File: src/rtl/tmr16_pkg.sv
package tmr16_pkg;
  localparam int FLAG_W = 8;
  localparam int NCMP = 3;
  localparam int NSRC = 5;
  localparam int BIT_OVF  = 0;
  localparam int BIT_CMPA = 1;
  localparam int BIT_CAP  = 5;
  localparam logic [FLAG_W-1:0] FLAG_USED = 8'h2F;

  typedef enum logic [3:0] {
    SEL_MODE_LO = 4'd0,
    SEL_MODE_HI = 4'd1,
    SEL_CNT     = 4'd2,
    SEL_CMPA    = 4'd3,
    SEL_CMPB    = 4'd4,
    SEL_CMPC    = 4'd5,
    SEL_CAP     = 4'd6,
    SEL_MASK    = 4'd7,
    SEL_FLAG    = 4'd8
  } sel_e;

  localparam logic [3:0] MODE_FREE    = 4'd0;
  localparam logic [3:0] MODE_CLR_A   = 4'd4;
  localparam logic [3:0] MODE_CLR_CAP = 4'd12;

  // maps an interrupt source index to its flag bit position
  function automatic int src_bit(input int idx);
    case (idx)
      0: src_bit = BIT_OVF;
      1: src_bit = 1;
      2: src_bit = 2;
      3: src_bit = 3;
      default: src_bit = BIT_CAP;
    endcase
  endfunction
endpackage

File: src/rtl/tmr16_regs.sv
module tmr16_regs
  import tmr16_pkg::*;
#(
  parameter int W = 16
) (
  input  logic                     clk,
  input  logic                     rst_n,
  input  logic                     wr_en,
  input  logic [3:0]               wr_sel,
  input  logic [W-1:0]             wr_data,
  output logic [3:0]               mode,
  output logic [NCMP-1:0][W-1:0]   cmp,
  output logic [W-1:0]             cap,
  output logic [FLAG_W-1:0]        mask
);
  always_ff @(posedge clk) begin
    if (!rst_n) begin
      mode <= '0;
      cap  <= '0;
      mask <= '0;
    end else if (wr_en) begin
      if (wr_sel == SEL_MODE_LO) mode[1:0] <= wr_data[1:0];
      if (wr_sel == SEL_MODE_HI) mode[3:2] <= wr_data[4:3];
      if (wr_sel == SEL_CAP && mode == MODE_CLR_CAP) cap <= wr_data;
      if (wr_sel == SEL_MASK) mask <= wr_data[FLAG_W-1:0] & FLAG_USED;
    end
  end

  for (genvar i = 0; i < NCMP; i++) begin : g_cmp
    localparam logic [3:0] MY_SEL = 4'(int'(SEL_CMPA) + i);
    always_ff @(posedge clk) begin
      if (!rst_n) cmp[i] <= '0;
      else if (wr_en && wr_sel == MY_SEL) cmp[i] <= wr_data;
    end
  end
endmodule

File: src/rtl/tmr16_count.sv
module tmr16_count
  import tmr16_pkg::*;
#(
  parameter int W = 16
) (
  input  logic                     clk,
  input  logic                     rst_n,
  input  logic                     tick,
  input  logic [3:0]               mode,
  input  logic [NCMP-1:0][W-1:0]   cmp,
  input  logic [W-1:0]             cap,
  input  logic                     load_en,
  input  logic [W-1:0]             load_val,
  output logic [W-1:0]             cnt,
  output logic [FLAG_W-1:0]        set_flags
);
  localparam logic [W-1:0] MAXV = '1;

  logic            blk;
  logic            active;
  logic [NCMP-1:0] hit;
  logic [W-1:0]    nxt;

  assign active = (mode == MODE_FREE) || (mode == MODE_CLR_A) || (mode == MODE_CLR_CAP);

  for (genvar i = 0; i < NCMP; i++) begin : g_hit
    assign hit[i] = (cnt == cmp[i]);
  end

  always_comb begin
    nxt       = cnt;
    set_flags = '0;
    if (load_en) begin
      nxt = load_val;
    end else if (tick && active) begin
      if (blk) begin
        nxt = cnt + 1'b1;
      end else begin
        for (int i = 0; i < NCMP; i++) set_flags[BIT_CMPA+i] = hit[i];
        if (mode == MODE_CLR_A && hit[0]) begin
          nxt = '0;
        end else if (mode == MODE_CLR_CAP && cnt == cap) begin
          nxt = '0;
          set_flags[BIT_CAP] = 1'b1;
        end else begin
          nxt = cnt + 1'b1;
          if (cnt == MAXV) set_flags[BIT_OVF] = 1'b1;
        end
      end
    end
  end

  always_ff @(posedge clk) begin
    if (!rst_n) begin
      cnt <= '0;
      blk <= 1'b0;
    end else begin
      cnt <= nxt;
      if (load_en) blk <= 1'b1;
      else if (tick) blk <= 1'b0;
    end
  end
endmodule

File: src/rtl/tmr16_flags.sv
module tmr16_flags
  import tmr16_pkg::*;
(
  input  logic              clk,
  input  logic              rst_n,
  input  logic [FLAG_W-1:0] set_flags,
  input  logic              clr_en,
  input  logic [FLAG_W-1:0] clr_data,
  input  logic [FLAG_W-1:0] mask,
  output logic [FLAG_W-1:0] flags,
  output logic [NSRC-1:0]   irq
);
  logic [FLAG_W-1:0] clr_vec;
  assign clr_vec = clr_en ? clr_data : '0;

  always_ff @(posedge clk) begin
    if (!rst_n) flags <= '0;
    else        flags <= ((flags & ~clr_vec) | set_flags) & FLAG_USED;
  end

  for (genvar s = 0; s < NSRC; s++) begin : g_irq
    localparam int B = src_bit(s);
    assign irq[s] = flags[B] & mask[B];
  end
endmodule

File: src/rtl/tmr16_ctc.sv
module tmr16_ctc
  import tmr16_pkg::*;
#(
  parameter int W = 16
) (
  input  logic         clk,
  input  logic         rst_n,
  input  logic         tick_i,
  input  logic         wr_en_i,
  input  logic [3:0]   wr_sel_i,
  input  logic [W-1:0] wr_data_i,
  output logic [3:0]   mode_o,
  output logic [W-1:0] cnt_o,
  output logic [W-1:0] cmp_a_o,
  output logic [W-1:0] cmp_b_o,
  output logic [W-1:0] cmp_c_o,
  output logic [W-1:0] cap_o,
  output logic [7:0]   mask_o,
  output logic [7:0]   flags_o,
  output logic         irq_ovf_o,
  output logic         irq_cmpa_o,
  output logic         irq_cmpb_o,
  output logic         irq_cmpc_o,
  output logic         irq_cap_o
);
  logic [NCMP-1:0][W-1:0] cmp;
  logic [FLAG_W-1:0]      set_flags;
  logic [NSRC-1:0]        irq;
  logic                   cnt_load;
  logic                   flag_clr;

  assign cnt_load = wr_en_i && (wr_sel_i == SEL_CNT);
  assign flag_clr = wr_en_i && (wr_sel_i == SEL_FLAG);

  tmr16_regs #(.W(W)) u_regs (
    .clk(clk), .rst_n(rst_n), .wr_en(wr_en_i), .wr_sel(wr_sel_i),
    .wr_data(wr_data_i), .mode(mode_o), .cmp(cmp), .cap(cap_o), .mask(mask_o)
  );

  tmr16_count #(.W(W)) u_count (
    .clk(clk), .rst_n(rst_n), .tick(tick_i), .mode(mode_o), .cmp(cmp),
    .cap(cap_o), .load_en(cnt_load), .load_val(wr_data_i), .cnt(cnt_o),
    .set_flags(set_flags)
  );

  tmr16_flags u_flags (
    .clk(clk), .rst_n(rst_n), .set_flags(set_flags), .clr_en(flag_clr),
    .clr_data(wr_data_i[FLAG_W-1:0]), .mask(mask_o), .flags(flags_o), .irq(irq)
  );

  assign cmp_a_o    = cmp[0];
  assign cmp_b_o    = cmp[1];
  assign cmp_c_o    = cmp[2];
  assign irq_ovf_o  = irq[0];
  assign irq_cmpa_o = irq[1];
  assign irq_cmpb_o = irq[2];
  assign irq_cmpc_o = irq[3];
  assign irq_cap_o  = irq[4];
endmodule

File: config.mk
export PLATFORM = sky130hd
export DESIGN_NAME = tmr16_ctc
export DESIGN_NICKNAME = d
export VERILOG_FILES = /design/src/rtl/tmr16_pkg.sv /design/src/rtl/tmr16_regs.sv /design/src/rtl/tmr16_count.sv /design/src/rtl/tmr16_flags.sv /design/src/rtl/tmr16_ctc.sv
export SDC_FILE = /design/constraint.sdc
export NUM_CORES = 1
export LEC_CHECK = 0
export CORE_MARGIN = 8
export CORE_UTILIZATION = 50
export DETAILED_ROUTE_END_ITERATION = 10
export PLACE_DENSITY = 0.81
export SYNTH_ARGS = -nofsm -noshare
export SYNTH_HDL_FRONTEND = slang
export SYNTH_HIERARCHICAL = 1
export SYNTH_SLANG_ARGS = --single-unit
File: constraint.sdc
create_clock -name clk -period 3.6 [get_ports clk]
set_input_delay 0.72 -clock clk [delete_from_list [all_inputs] [get_ports clk]]
set_output_delay 0.72 -clock clk [all_outputs]
set_load 0.02 [all_outputs]
==> flow_summary_export.csv, run 1 <==
group,metric,value,unit
status,status,"completed",
timing,max-slew-margin-rel,0.0757,
setup_path,path_max_fanout,16,
place,port_buffers,122,
setup_path,critPathSlowestCell,"a31oi_1",
drt,wire_per_inst,22.2,um
drt,routed-via-count,5156,
clocking,root_buffer,"clkbuf_8",
setup_path,worstSetupStartpointType,"input port",
timing,tns,0,ns
setup_path,worstPathCellList,"clkdlybuf4s50_1, or3b_1, nor3b_2, a31oi_1, a22o_1, nand2_1, o31ai_1",
timing,finalClockSkew,0.0141,ns
min_path,worstHoldPathType,"reg2reg",
pwr,power_leakage,2.56,nW
drt,drcViolationCount,0,
timing,finalCritPeriodShare,0.798,
clocking,cts-buffers-inserted,9,
grt,grt_usage,0.249,
logic_synthesis,synth.avg_cell_area,8.60,sq um
grt,antenna_found_initial,0,
clocking,clkTransAtPathRegs,0.10,ns
cells_and_area,layout-drive-gt1-share,0.0571,
drt,totalWireLength,18.6,mm
timing,finalHoldViolCount,0,
setup_path,worstPathArrival,3.11,ns
pwr,report.power.total,2.25,mW
grt,grt_pass1_wl,27.8,mm
setup_path,crit_type,"in2reg",
grt,grt_pass1_vias,4935,
setup_path,end_kind,"flop",
cells_and_area,nNetsFinal,721,
floorplan,num_rows,37,
cells_and_area,diodes,0,
timing,tightest_slew,1.38,ns
drt,drtAntennaViolNets,0,
grt,overflow,0,
cells_and_area,layout.cells.most_common,"clkdlybuf4s50_1",
clocking,cts_buffer_depth,2,
setup_path,cpPeakStageDelay,1.00,ns
clocking,clk_latency,0.36,ns
cells_and_area,n_fill_cell,837,
pwr,p_per_area,341,nW/um^2
drt,avgViaCountPerCell,6.16,
clocking,cts.sinks,95,
grt,grt_max_degree,58,
cells_and_area,design_area,6610,sq um
place,dpl-instance-area,6380,sq um
place,dp_hpwl,12.6,mm
timing,setup_viol,0,
clocking,cts.repair.resized,0,
floorplan,die-width,119,um
clocking,cts_setup_buffers,0,
cells_and_area,final_cell_mix,"clkdlybuf4s50_1, dfxtp_1, xor2_1",
floorplan,die_h,119,um
job,maxCapViolCount,0,
place,placed_cells,821,
timing,post-route-min-period,2.87,ns
clocking,cts_tree,"done",
cells_and_area,instances_no_fill,837,
floorplan,dieArea,14000,sq um
floorplan,io_pins,129,
logic_synthesis,syn_inst,611,
drt,drt_first_pass_iters,8,
drt,dr.first_iter.drc_count,701,
timing,maxSlewViolCount,0,
timing,holdWs,0.499,ns
floorplan,core,10300,sq um
floorplan,initial_core_util,0.511,
logic_synthesis,yosysWarnings,6,
clocking,holdBufCountCts,0,
timing,fmax,348,MHz
place,place_congestion,0.896,
pwr,ir_drop,0.253,mV
cells_and_area,syn_to_final_growth,25.8,%
timing,rsz0062_at_grt,"false",
logic_synthesis,syn_area,5260,sq um
clocking,htreeDepth,3,
setup_path,cp.required,3.84,ns
==> metal layers <==
layer,up-vias,track usage,wire [um]
met3,65,0.0581,1820
met1,2431,0.302,7200
met2,352,0.397,8770
li1,2308,-,-
met5,-,0,0
met4,0,0.142,814
==> power by group <==
part           total (mW)  internal (mW)  switching, mW
clock network       0.844          0.464          0.380
registers            1.10           1.07         0.0347
logic               0.306          0.114          0.192
total                2.25           1.65          0.606
==> per-stage QoR <==
step	utilization	setup slack, ns
after floorplan	-	1.30
after global placement	0.621	0.533
after detailed placement	0.621	0.449
after CTS	0.644	0.838
after global routing	0.644	0.671
final	0.644	0.728
==> worst paths after layout <==
check / slack [ns] / startpoint / cells past startpoint / to
min: 0.50 / u_regs/cap[13]$_SDFFE_PN0P_ / 2 / u_regs/cap[13]$_SDFFE_PN0P_
min reg2reg: 0.50 / u_regs/cap[13]$_SDFFE_PN0P_ / 2 / u_regs/cap[13]$_SDFFE_PN0P_
max: 0.73 / wr_sel_i[0] / 7 / u_count/cnt[6]$_SDFFE_PN0P_
max reg2reg: 1.15 / u_count/cnt[7]$_SDFFE_PN0P_ / 5 / u_count/cnt[6]$_SDFFE_PN0P_
==> final cells by class <==
cell class                      instances  area, sq um  share of cell area
Clock buffer                           11          131              0.0199
Sequential cell                        95         1900               0.288
Timing Repair Buffer                  133         1300               0.196
Multi-Input combinational cell        451         2990               0.451
Tap cell                              136          170              0.0257
Inverter                                6         22.5             0.00341
Clock inverter                          5          104              0.0157
==> state kept, by name (all words and copies together) (netlist names) <==
| name | count |
|---|---|
| u_regs/mode | 4 |
| u_flags/flags | 5 |
| u_regs/mask | 5 |
| u_regs/cmp | 48 |
| u_count/cnt | 16 |
| u_regs/cap | 16 |
| u_count/blk | 1 |
==> critical path, delay by kind of cell <==
family          cells  cell delay [ns]
compound gates      3             1.37
buf+inv             1             0.67
simple gates        3             0.36
Power figures use the tool's default switching activity.
==> run 2, diff against run 1 <==
==> constraint.sdc (replaced) <==
create_clock -name clk -period 2.65 [get_ports clk]
set_input_delay 0.53 -clock clk [delete_from_list [all_inputs] [get_ports clk]]
set_output_delay 0.53 -clock clk [all_outputs]
set_load 0.02 [all_outputs]
==> run 2 against run 1 <==
Largest cell class unchanged. Clock skew is 0.0052 ns lower. Highest routed layer unchanged. Sequential share of layout area is 0.49 points lower. Clock-buffer cell count is 2 lower. Core utilization is 1.1 points higher. Die area stayed put. Sequential cell count stayed put.
==> flow_summary_export.csv, run 2 (synthesized netlist as in run 1, its figures left out) <==
group,metric,value,unit
clocking,cts_buffer_depth,2,
drt,drcViolationCount,0,
floorplan,num_rows,37,
cells_and_area,syn_to_final_growth,28.0,%
cells_and_area,design_area,6730,sq um
timing,finalClockSkew,0.00893,ns
timing,max-slew-margin-rel,0.567,
floorplan,die_h,119,um
cells_and_area,instances_no_fill,858,
floorplan,dieArea,14000,sq um
clocking,root_buffer,"clkbuf_8",
job,maxCapViolCount,0,
grt,grt_usage,0.262,
cells_and_area,layout.cells.most_common,"clkdlybuf4s50_1",
timing,post-route-min-period,2.36,ns
floorplan,initial_core_util,0.511,
grt,grt.met3_usage,0.0557,
grt,grt_pass1_wl,29.0,mm
floorplan,die-width,119,um
grt,grt_pass1_vias,5025,
setup_path,crit_type,"reg2reg",
timing,finalCritPeriodShare,0.890,
timing,finalHoldViolCount,0,
pwr,p_per_area,422,nW/um^2
min_path,worstHoldPathType,"reg2reg",
cells_and_area,regMostFlops,"u_regs/cmp",
pwr,power_leakage,2.65,nW
cells_and_area,nNetsFinal,742,
place,place_congestion,0.927,
place,port_buffers,122,
setup_path,end_kind,"flop",
floorplan,io_pins,129,
grt,overflow,0,
grt,grt_use_met2,0.424,
clocking,cts.sinks,95,
grt,grt_use_met1,0.323,
clocking,cts.repair.resized,0,
setup_path,worstSetupStartpointType,"flop",
timing,tightest_slew,0.648,ns
clocking,cts_setup_buffers,0,
clocking,clk_latency,0.36,ns
grt,grt_busiest_layer,"met2",
cells_and_area,reg.largest.list,"u_regs/cmp (48), u_count/cnt (16), u_regs/cap (16)",
drt,avgViaCountPerCell,6.10,
setup_path,path_max_fanout,16,
grt,grt_max_degree,46,
drt,wire_per_inst,22.4,um
clocking,htreeDepth,3,
place,placed_cells,842,
cells_and_area,final_cell_mix,"clkdlybuf4s50_1, dfxtp_1, xor2_1",
place,dpl-instance-area,6550,sq um
drt,drt_first_pass_iters,5,
place,dp_hpwl,13.8,mm
clocking,cts_tree,"done",
drt,totalWireLength,19.2,mm
drt,drtAntennaViolNets,0,
timing,rsz0062_at_grt,"false",
cells_and_area,largest_reg_flops,48,
clocking,clkTransAtPathRegs,0.09,ns
setup_path,cp.required,2.88,ns
drt,dr.first_iter.drc_count,635,
status,status,"completed",
pwr,ir_drop,0.239,mV
timing,setup_viol,0,
drt,routed-via-count,5232,
cells_and_area,layout-drive-gt1-share,0.0873,
clocking,holdBufCountCts,0,
setup_path,worstPathArrival,2.59,ns
grt,antenna_found_initial,0,
timing,fmax,424,MHz
timing,maxSlewViolCount,0,
floorplan,core,10300,sq um
clocking,cts-buffers-inserted,9,
cells_and_area,diodes,0,
-- run 2: worst max-delay path, stage by stage (launching register included) --
cell and delay, ns:
dfxtp_1 0.36, xor2_1 0.19, or4_1 0.52, or4b_4 0.51, o22ai_4 0.49, o31ai_1 0.16
-- run 2: per-stage QoR --
stage / setup TNS [ns] / utilization / setup slack (ns) / hold WS [ns] / total power, mW
finish: 0 / 0.655 / 0.292 / 0.497 / 2.84
CTS: 0 / 0.655 / 0.305 / 0.494 / 2.84
global placement: 0 / 0.637 / 0.105 / 0.470 / 1.95
floorplan: 0 / - / 0.363 / 0.555 / 1.75
global route: 0 / 0.655 / 0.229 / 0.525 / 2.94
detailed placement: -0.00917 / 0.637 / -0.00917 / 0.480 / 1.96
-- run 2: worst paths after layout --
check / start / endpoint / slack (ns) / cells past startpoint
worst max-delay path: u_regs/cap[8]$_SDFFE_PN0P_ / u_count/cnt[5]$_SDFFE_PN0P_ / 0.29 / 5
worst min-delay path: u_regs/cap[9]$_SDFFE_PN0P_ / u_regs/cap[9]$_SDFFE_PN0P_ / 0.50 / 2
worst max register to register: u_regs/cap[8]$_SDFFE_PN0P_ / u_count/cnt[5]$_SDFFE_PN0P_ / 0.29 / 5
worst min register to register: u_regs/cap[9]$_SDFFE_PN0P_ / u_regs/cap[9]$_SDFFE_PN0P_ / 0.50 / 2
-- run 2: layer usage --
layer	vias to the layer above	share of wire
li1	2358	-
met1	2499	0.39
met2	320	0.47
met3	55	0.10
met4	0	0.039
met5	-	0
-- run 2: report_power, final --
| part | internal, mW | switching [mW] | leakage (nW) | total, mW |
|---|---|---|---|---|
| sequential | 1.45 | 0.0326 | 0.767 | 1.48 |
| clock | 0.355 | 0.552 | 0.0959 | 0.908 |
| combinational | 0.172 | 0.280 | 1.78 | 0.452 |
| total | 1.98 | 0.865 | 2.65 | 2.84 |
-- run 2: final cells by class --
type                       count  area (sq um)
clock buffer                   9           124
clock inverter                 7          56.3
fill                         871          3550
inverter                       6          22.5
multi-input combinational    451          2990
sequential                    95          1900
tap                          136           170
timing repair buffer         154          1470
==> run 3, diff against run 2 <==
--- a/config.mk
+++ b/config.mk
@@ -7,6 +7,7 @@
 export LEC_CHECK = 0
 export CORE_MARGIN = 8
 export CORE_UTILIZATION = 50
+export CTS_CLUSTER_DIAMETER = 40
 export DETAILED_ROUTE_END_ITERATION = 10
 export PLACE_DENSITY = 0.81
 export SYNTH_ARGS = -nofsm -noshare
==> results of run 3 <==
The final DEF is identical to that of run 2; final timing and power are the same.
